File: src/rtl/irq_cond_pkg.sv
package irq_cond_pkg;

    typedef enum logic [1:0] {
        EDGE_RISE = 2'd0,
        EDGE_FALL = 2'd1,
        EDGE_BOTH = 2'd2,
        EDGE_PICK = 2'd3
    } edge_mode_e;

    // flag positions
    localparam int SRC_FILT = 0;
    localparam int SRC_PICK = 1;
    localparam int SRC_BOTH = 2;
    localparam int SRC_UP   = 3;
    localparam int SRC_KEY  = 4;
    localparam int NUM_SRC  = 5;
    localparam int NUM_VEC  = 3;

    // positions in the unfiltered raw vector
    localparam int RAW_PICK = 0;
    localparam int RAW_BOTH = 1;
    localparam int RAW_UP   = 2;
    localparam int RAW_KEY0 = 3;

    // configuration fields
    localparam int CFG_FALL_FILT = 0;
    localparam int CFG_FALL_PICK = 1;
    localparam int CFG_LONG      = 2;
    localparam int CFG_EN_LSB    = 3;
    localparam int CFG_W         = CFG_EN_LSB + NUM_VEC;

    function automatic edge_mode_e raw_mode(input int idx);
        if (idx == RAW_PICK)      return EDGE_PICK;
        else if (idx == RAW_BOTH) return EDGE_BOTH;
        else if (idx == RAW_UP)   return EDGE_RISE;
        else                      return EDGE_FALL;
    endfunction

    function automatic logic edge_hit(input edge_mode_e mode, input logic fall_sel,
                                      input logic rise, input logic fall);
        case (mode)
            EDGE_RISE: return rise;
            EDGE_FALL: return fall;
            EDGE_BOTH: return rise | fall;
            default:   return fall_sel ? fall : rise;
        endcase
    endfunction

endpackage

File: src/rtl/irq_sync.sv
module irq_sync #(
    parameter int             W       = 1,
    parameter logic [W-1:0]   RST_VAL = '0
) (
    input  logic         clk,
    input  logic         rst_n,
    input  logic [W-1:0] din,
    output logic [W-1:0] dout
);
    logic [W-1:0] stage1;
    logic [W-1:0] stage2;

    always_ff @(posedge clk or negedge rst_n) begin
        if (!rst_n) begin
            stage1 <= RST_VAL;
            stage2 <= RST_VAL;
        end else begin
            stage1 <= din;
            stage2 <= stage1;
        end
    end

    assign dout = stage2;
endmodule

File: src/rtl/irq_edge.sv
module irq_edge
    import irq_cond_pkg::*;
#(
    parameter edge_mode_e MODE     = EDGE_RISE,
    parameter logic       PREV_RST = 1'b0
) (
    input  logic clk,
    input  logic rst_n,
    input  logic lvl,
    input  logic fall_sel,
    output logic hit
);
    logic prev_q;

    always_ff @(posedge clk or negedge rst_n) begin
        if (!rst_n) prev_q <= PREV_RST;
        else        prev_q <= lvl;
    end

    assign hit = edge_hit(MODE, fall_sel, lvl & ~prev_q, ~lvl & prev_q);
endmodule

File: src/rtl/irq_filter.sv
module irq_filter #(
    parameter int SHORT_TICKS = 2,
    parameter int LONG_TICKS  = 128
) (
    input  logic clk,
    input  logic rst_n,
    input  logic cpu_tick,
    input  logic long_sel,
    input  logic din,
    output logic lvl
);
    localparam int MAX_TICKS = (LONG_TICKS > SHORT_TICKS) ? LONG_TICKS : SHORT_TICKS;
    localparam int CNT_W     = $clog2(MAX_TICKS + 1);

    typedef enum logic {
        FLT_HOLD = 1'b0,
        FLT_QUAL = 1'b1
    } flt_state_e;

    flt_state_e       state_q, state_n;
    logic [CNT_W-1:0] cnt_q, cnt_n;
    logic             lvl_q, lvl_n;
    logic [CNT_W-1:0] limit;
    logic             tick;

    assign limit = long_sel ? CNT_W'(LONG_TICKS - 1) : CNT_W'(SHORT_TICKS - 1);
    assign tick  = long_sel | cpu_tick;

    // state register
    always_ff @(posedge clk or negedge rst_n) begin
        if (!rst_n) begin
            state_q <= FLT_HOLD;
            cnt_q   <= '0;
            lvl_q   <= 1'b0;
        end else begin
            state_q <= state_n;
            cnt_q   <= cnt_n;
            lvl_q   <= lvl_n;
        end
    end

    // next state
    always_comb begin
        state_n = state_q;
        cnt_n   = cnt_q;
        lvl_n   = lvl_q;
        unique case (state_q)
            FLT_HOLD: begin
                if (din != lvl_q) begin
                    state_n = FLT_QUAL;
                    cnt_n   = tick ? CNT_W'(1) : '0;
                end
            end
            FLT_QUAL: begin
                if (din == lvl_q) begin
                    state_n = FLT_HOLD;
                    cnt_n   = '0;
                end else if (tick) begin
                    if (cnt_q >= limit) begin
                        lvl_n   = ~lvl_q;
                        state_n = FLT_HOLD;
                        cnt_n   = '0;
                    end else begin
                        cnt_n = cnt_q + CNT_W'(1);
                    end
                end
            end
            default: begin
                state_n = FLT_HOLD;
                cnt_n   = '0;
            end
        endcase
    end

    // outputs
    always_comb begin
        lvl = lvl_q;
    end
endmodule

File: src/rtl/ext_irq_cond.sv
module ext_irq_cond
    import irq_cond_pkg::*;
#(
    parameter int SHORT_TICKS = 2,
    parameter int LONG_TICKS  = 128,
    parameter int NUM_KEY     = 3
) (
    input  logic               clk,
    input  logic               rst_n,
    input  logic               cpu_tick,
    input  logic               cfg_wr,
    input  logic [5:0]         cfg_data,
    input  logic               pin_filt,
    input  logic               pin_pick,
    input  logic               pin_both,
    input  logic               pin_up,
    input  logic [NUM_KEY-1:0] key_pins,
    input  logic [4:0]         clr_pulse,
    output logic [4:0]         flags,
    output logic [2:0]         irq_req
);
    localparam int NUM_RAW = RAW_KEY0 + NUM_KEY;
    localparam logic [NUM_RAW-1:0] RAW_RST = {{NUM_KEY{1'b1}}, {RAW_KEY0{1'b0}}};

    logic [CFG_W-1:0]   cfg_q;
    logic [NUM_RAW-1:0] raw_pins, raw_sync, raw_hit;
    logic               filt_sync, filt_lvl, filt_hit;
    logic [NUM_SRC-1:0] set_vec, flag_q;

    always_ff @(posedge clk or negedge rst_n) begin
        if (!rst_n)      cfg_q <= '0;
        else if (cfg_wr) cfg_q <= cfg_data;
    end

    assign raw_pins = {key_pins, pin_up, pin_both, pin_pick};

    irq_sync #(.W(NUM_RAW), .RST_VAL(RAW_RST)) i_raw_sync (
        .clk(clk), .rst_n(rst_n), .din(raw_pins), .dout(raw_sync)
    );

    irq_sync #(.W(1), .RST_VAL(1'b0)) i_filt_sync (
        .clk(clk), .rst_n(rst_n), .din(pin_filt), .dout(filt_sync)
    );

    irq_filter #(.SHORT_TICKS(SHORT_TICKS), .LONG_TICKS(LONG_TICKS)) i_filter (
        .clk(clk), .rst_n(rst_n), .cpu_tick(cpu_tick), .long_sel(cfg_q[CFG_LONG]),
        .din(filt_sync), .lvl(filt_lvl)
    );

    irq_edge #(.MODE(EDGE_PICK), .PREV_RST(1'b0)) i_filt_edge (
        .clk(clk), .rst_n(rst_n), .lvl(filt_lvl),
        .fall_sel(cfg_q[CFG_FALL_FILT]), .hit(filt_hit)
    );

    for (genvar g = 0; g < NUM_RAW; g++) begin : g_raw_edge
        irq_edge #(.MODE(raw_mode(g)), .PREV_RST(RAW_RST[g])) i_edge (
            .clk(clk), .rst_n(rst_n), .lvl(raw_sync[g]),
            .fall_sel((g == RAW_PICK) ? cfg_q[CFG_FALL_PICK] : 1'b0),
            .hit(raw_hit[g])
        );
    end

    assign set_vec[SRC_FILT] = filt_hit;
    assign set_vec[SRC_PICK] = raw_hit[RAW_PICK];
    assign set_vec[SRC_BOTH] = raw_hit[RAW_BOTH];
    assign set_vec[SRC_UP]   = raw_hit[RAW_UP];
    assign set_vec[SRC_KEY]  = |raw_hit[NUM_RAW-1:RAW_KEY0];

    for (genvar s = 0; s < NUM_SRC; s++) begin : g_flag
        always_ff @(posedge clk or negedge rst_n) begin
            if (!rst_n) flag_q[s] <= 1'b0;
            else        flag_q[s] <= set_vec[s] | (flag_q[s] & ~clr_pulse[s]);
        end
    end

    assign flags   = flag_q;
    assign irq_req = flag_q[NUM_VEC-1:0] & cfg_q[CFG_EN_LSB +: NUM_VEC];
endmodule

File: config.mk
export PLATFORM = sky130hd
export DESIGN_NAME = ext_irq_cond
export DESIGN_NICKNAME = d
export VERILOG_FILES = /design/src/rtl/irq_cond_pkg.sv /design/src/rtl/irq_sync.sv /design/src/rtl/irq_edge.sv /design/src/rtl/irq_filter.sv /design/src/rtl/ext_irq_cond.sv
export SDC_FILE = /design/constraint.sdc
export NUM_CORES = 1
export LEC_CHECK = 0
export ABC_AREA = 1
export ABC_CLOCK_PERIOD_IN_PS = 1750
export CORE_AREA = 2 2 67 69
export CTS_BUF_LIST = sky130_fd_sc_hd__clkbuf_8
export CTS_CLUSTER_DIAMETER = 200
export DETAILED_ROUTE_END_ITERATION = 16
export DIE_AREA = 0 0 69 71
export PLACE_DENSITY = 0.72
export SLEW_MARGIN = 10
export SYNTH_ARGS = -nofsm -noshare
export SYNTH_HDL_FRONTEND = slang
export SYNTH_SLANG_ARGS = --single-unit
File: constraint.sdc
create_clock -name clk -period 1.75 [get_ports clk]
set_clock_uncertainty 0.05 [all_clocks]
set_input_delay 0.175 -clock clk [delete_from_list [all_inputs] [get_ports clk]]
set_output_delay 0.175 -clock clk [all_outputs]
set_load 0.01 [all_outputs]
==> results by group <==
Run status
  – Outcome: completed

STA
  – Slew margin rel.: 0.667
  – Setup-failing EPs final: 0
  – Worst-Margin Slew: between 400 and 500 ps
  – Slew Viols, Final: 0
  – Crit share post-route: 0.902
  – Fin. Hold Viols: 0
  – Unrepaired setup endpoints after global routing: false
  – PnR worst setup slack: 171 ps
  – Period minus WS final: 1580 ps
  – Fmax achieved: 633 MHz
  – Setup TNS: 0 ps

Layout
  – Fin nets: approximately 240
  – Syn-to-layout area delta: 26.1%
  – Reg area: 1060 um2
  – Fill cell count: 363
  – Antenna Cells: 0
  – Multi-input logic area: between 600 and 700 um2
  – Layout cells sized above 1: 0.234
  – Non-filler cells, final: ~260

GRT
  – First-pass GRT wire length: 5.11 mm
  – Total GRT Usage: 0.132
  – Vias in the first global route: 1167
  – GRT Residual Overflow: 0
  – Largest net degree at the start of global routing: between 40 and 50
  – Antenna violations before repair: 0

Placed design
  – DP HPWL: 2.08 mm
  – GP Congestion: 0.789
  – Post-Place Cells: 252
  – Port buffer count: 29
  – Pre-CTS setup slack: 127 ps

Pwr
  – Flop pwr share: 0.475
  – PwrDens: 1090 nW/um2
  – Comb pwr share: 0.220
  – Clock power frac: 0.305
  – P_sw: 0.732 mW
  – Static leakage: 1.09 nW
  – Sw frac: 0.293
  – P_int: 1.76 mW
  – VDD IR-drop max: 0.000508 V

Route
  – Average wire per standard cell: 11.1 um
  – Final ANT Viol Nets: 0
  – TritonRoute pass-1 iters: 4
  – Total wire length: 2.89 mm
  – Via count: 1199
  – DRC Markers: 0
  – Vias per Instance: ~4.6
  – Iteration-0 DRC Markers: 69

Logic synthesis
  – Number of synthesized register bits: 42
  – Area leader, netlist: dfrtp_1
  – Post-synth net total: 200
  – Count of cell types in the netlist: 29
  – EDFF count, synth: 0
  – Ys async rst share: 1.00
  – Top-area cell type share of the netlist area: 0.453
  – Cell area after synthesis: 1820 um2
  – Sequential share of the synthesized area: 0.583
  – Yosys warns: 0
  – Mapped Cells: 171
  – Synth area leaders: dfrtp_1 (45%), dfstp_2 (13%), nand2_1 (7.2%)
  – Mean Syn Cell Area: 10.7 um2
  – Ys flop type: dfrtp_1

Floorplanning
  – Rows: 24
  – Die area: 4900 um2
  – Die height: 71 um
  – Starting density of the core: 0.434
  – Placeable Area: 4200 um2
  – Die width: 69 um
  – Io pins: 30

Clock network
  – H-tree levels: 2
  – Longest Clk Path Bufs: 2
  – Clk slew on worst S/H paths: 90 ps
  – Clk sinks: 42
  – Inserted Clock Buffers: 5
  – CTS tree: yes
  – Clock Tree Root: clkbuf_8
  – Worst-Skew Late Latency: 300 ps
  – Setup bufs post-CTS: 0

Worst setup path
  – Critical setup path kind: reg -> reg
  – Crit end category: flop
  – Crit-path max cell delay: 410 ps
  – Delay-heaviest family, CP: flip-flops
  – Crit-path cells: inv_2 -> ha_1 -> nand2_1 -> inv_2 -> a21oi_4 -> nand2_2 -> a21oi_1
  – Worst path buffer plus inverter count: 2
  – Worst path slowest cell: dfrtp_1
  – Crit path max fanout: 7
  – Critical Path RT: 1910 ps
  – Worst EP arrival: 1730 ps
  – Most common cell on crit path: inv_2
  – Startpoint types: flop

Worst hold path
  – Class of the worst hold path: in -> reg

Run
  – Max_cap viols: 0
worst reg2reg max path: stages (launching register included):
cell	delay [ps]
dfrtp_1	410
inv_2	120
ha_1	250
nand2_1	110
inv_2	60
a21oi_4	190
nand2_2	110
a21oi_1	190
path summary, 6_finish.rpt:
kind                                               end  slack (ps)                  from  depth (start not counted)
setup reg to reg                      i_filter.state_q         170              cfg_q[2]                          7
setup / recovery                      i_filter.state_q         170              cfg_q[2]                          7
hold / removal                    i_raw_sync.stage1[5]         230           key_pins[2]                          1
max in group asynchronous  g_raw_edge[3].i_edge.prev_q         870                 rst_n                          3
hold reg to reg                     i_raw_sync.dout[2]         300  i_raw_sync.stage1[2]                          0
min in group asynchronous                     cfg_q[2]         400                 rst_n                          3
kinds of logic (layout without fill, tap and decap cells):
family                     after synthesis  after routing  synth area share
and+or+nand+nor                         61             61             0.173
DFF                                     42             42             0.583
buffers and inverters                   31             69            0.0659
AOI/OAI and AO/OA                       24             24            0.0975
adders and majority gates                7              7            0.0480
xor gates and xnor gates                 3              3            0.0144
muxes                                    3              3            0.0185
metrics by stage:
step                instance area (um2)   util  hold slack, ps  power [mW]
finish                             2300  0.547             228        2.50
global route                       2300  0.547             231        2.63
CTS                                2300  0.547             217        2.53
detailed placement                 2180  0.518             219        1.76
global placement                   2180  0.518             216        1.74
floorplan                          1820      -            -171        1.55
Yosys cell counts, types with 4 or more instances:
master   instances
ha_1             7
nor2_1           5
dfstp_2          9
inv_1           26
nand2_1         35
nand2_4          4
nand3_1          5
nand2_2          6
dfrtp_1         33
o21ai_0          7
registers in the layout, indices dropped and copies added (netlist names), 5 cells and up:
signal / flops
i_filter.cnt_q: 8
cfg_q: 6
g_raw_edge.i_edge.prev_q: 6
i_raw_sync.dout: 6
i_raw_sync.stage1: 6
flags: 5
final cells by class:
cell class	count	share of cell area
tap	52	0.0283
clock inverter	3	0.0191
sequential	42	0.462
clock buffer	5	0.0299
timing repair buffer	31	0.132
inverter	30	0.0501
multi-input combinational	98	0.279
power groups by stage:
stage,Combinational [mW],Sequential (mW),Clock (mW)
after detailed placement,0.552,1.20,0
final,0.548,1.19,0.762
after CTS,0.559,1.19,0.788
after floorplan,0.360,1.19,0
after global routing,0.608,1.20,0.828
after global placement,0.542,1.20,0
per-layer routing:
metal,wire [um],part of all wire,track usage
met1,1310,0.45,0.156
met2,1360,0.47,0.224
met3,161,0.056,0.0399
met4,58,0.020,0.0588
met5,0,0,0
placed cells by master (no fill, tap or decap), types with 2 or more instances in the layout:
| cell type | instances |
|---|---|
| a21oi_1 | 3 |
| clkbuf_8 | 5 |
| clkdlybuf4s50_1 | 28 |
| dfrtp_1 | 33 |
| dfstp_2 | 9 |
| ha_1 | 7 |
| inv_1 | 25 |
| inv_2 | 4 |
| mux2_2 | 3 |
| nand2_1 | 35 |
| nand2_2 | 6 |
| nand2_4 | 4 |
| nand3_1 | 5 |
| nor2_1 | 5 |
| nor2_2 | 2 |
| o21ai_0 | 7 |
| o21ai_1 | 2 |
| o21ai_2 | 3 |
| o221ai_1 | 2 |
| o22ai_1 | 2 |
| o22ai_2 | 3 |
| xor2_1 | 2 |
what timing repair did:
item,in CTS,in global routing
gates resized for setup,0,1
endpoints found under the hold margin,33,0
hold buffers,1,0
setup endpoints to repair,0,7
(Power assumes the default switching activity.)
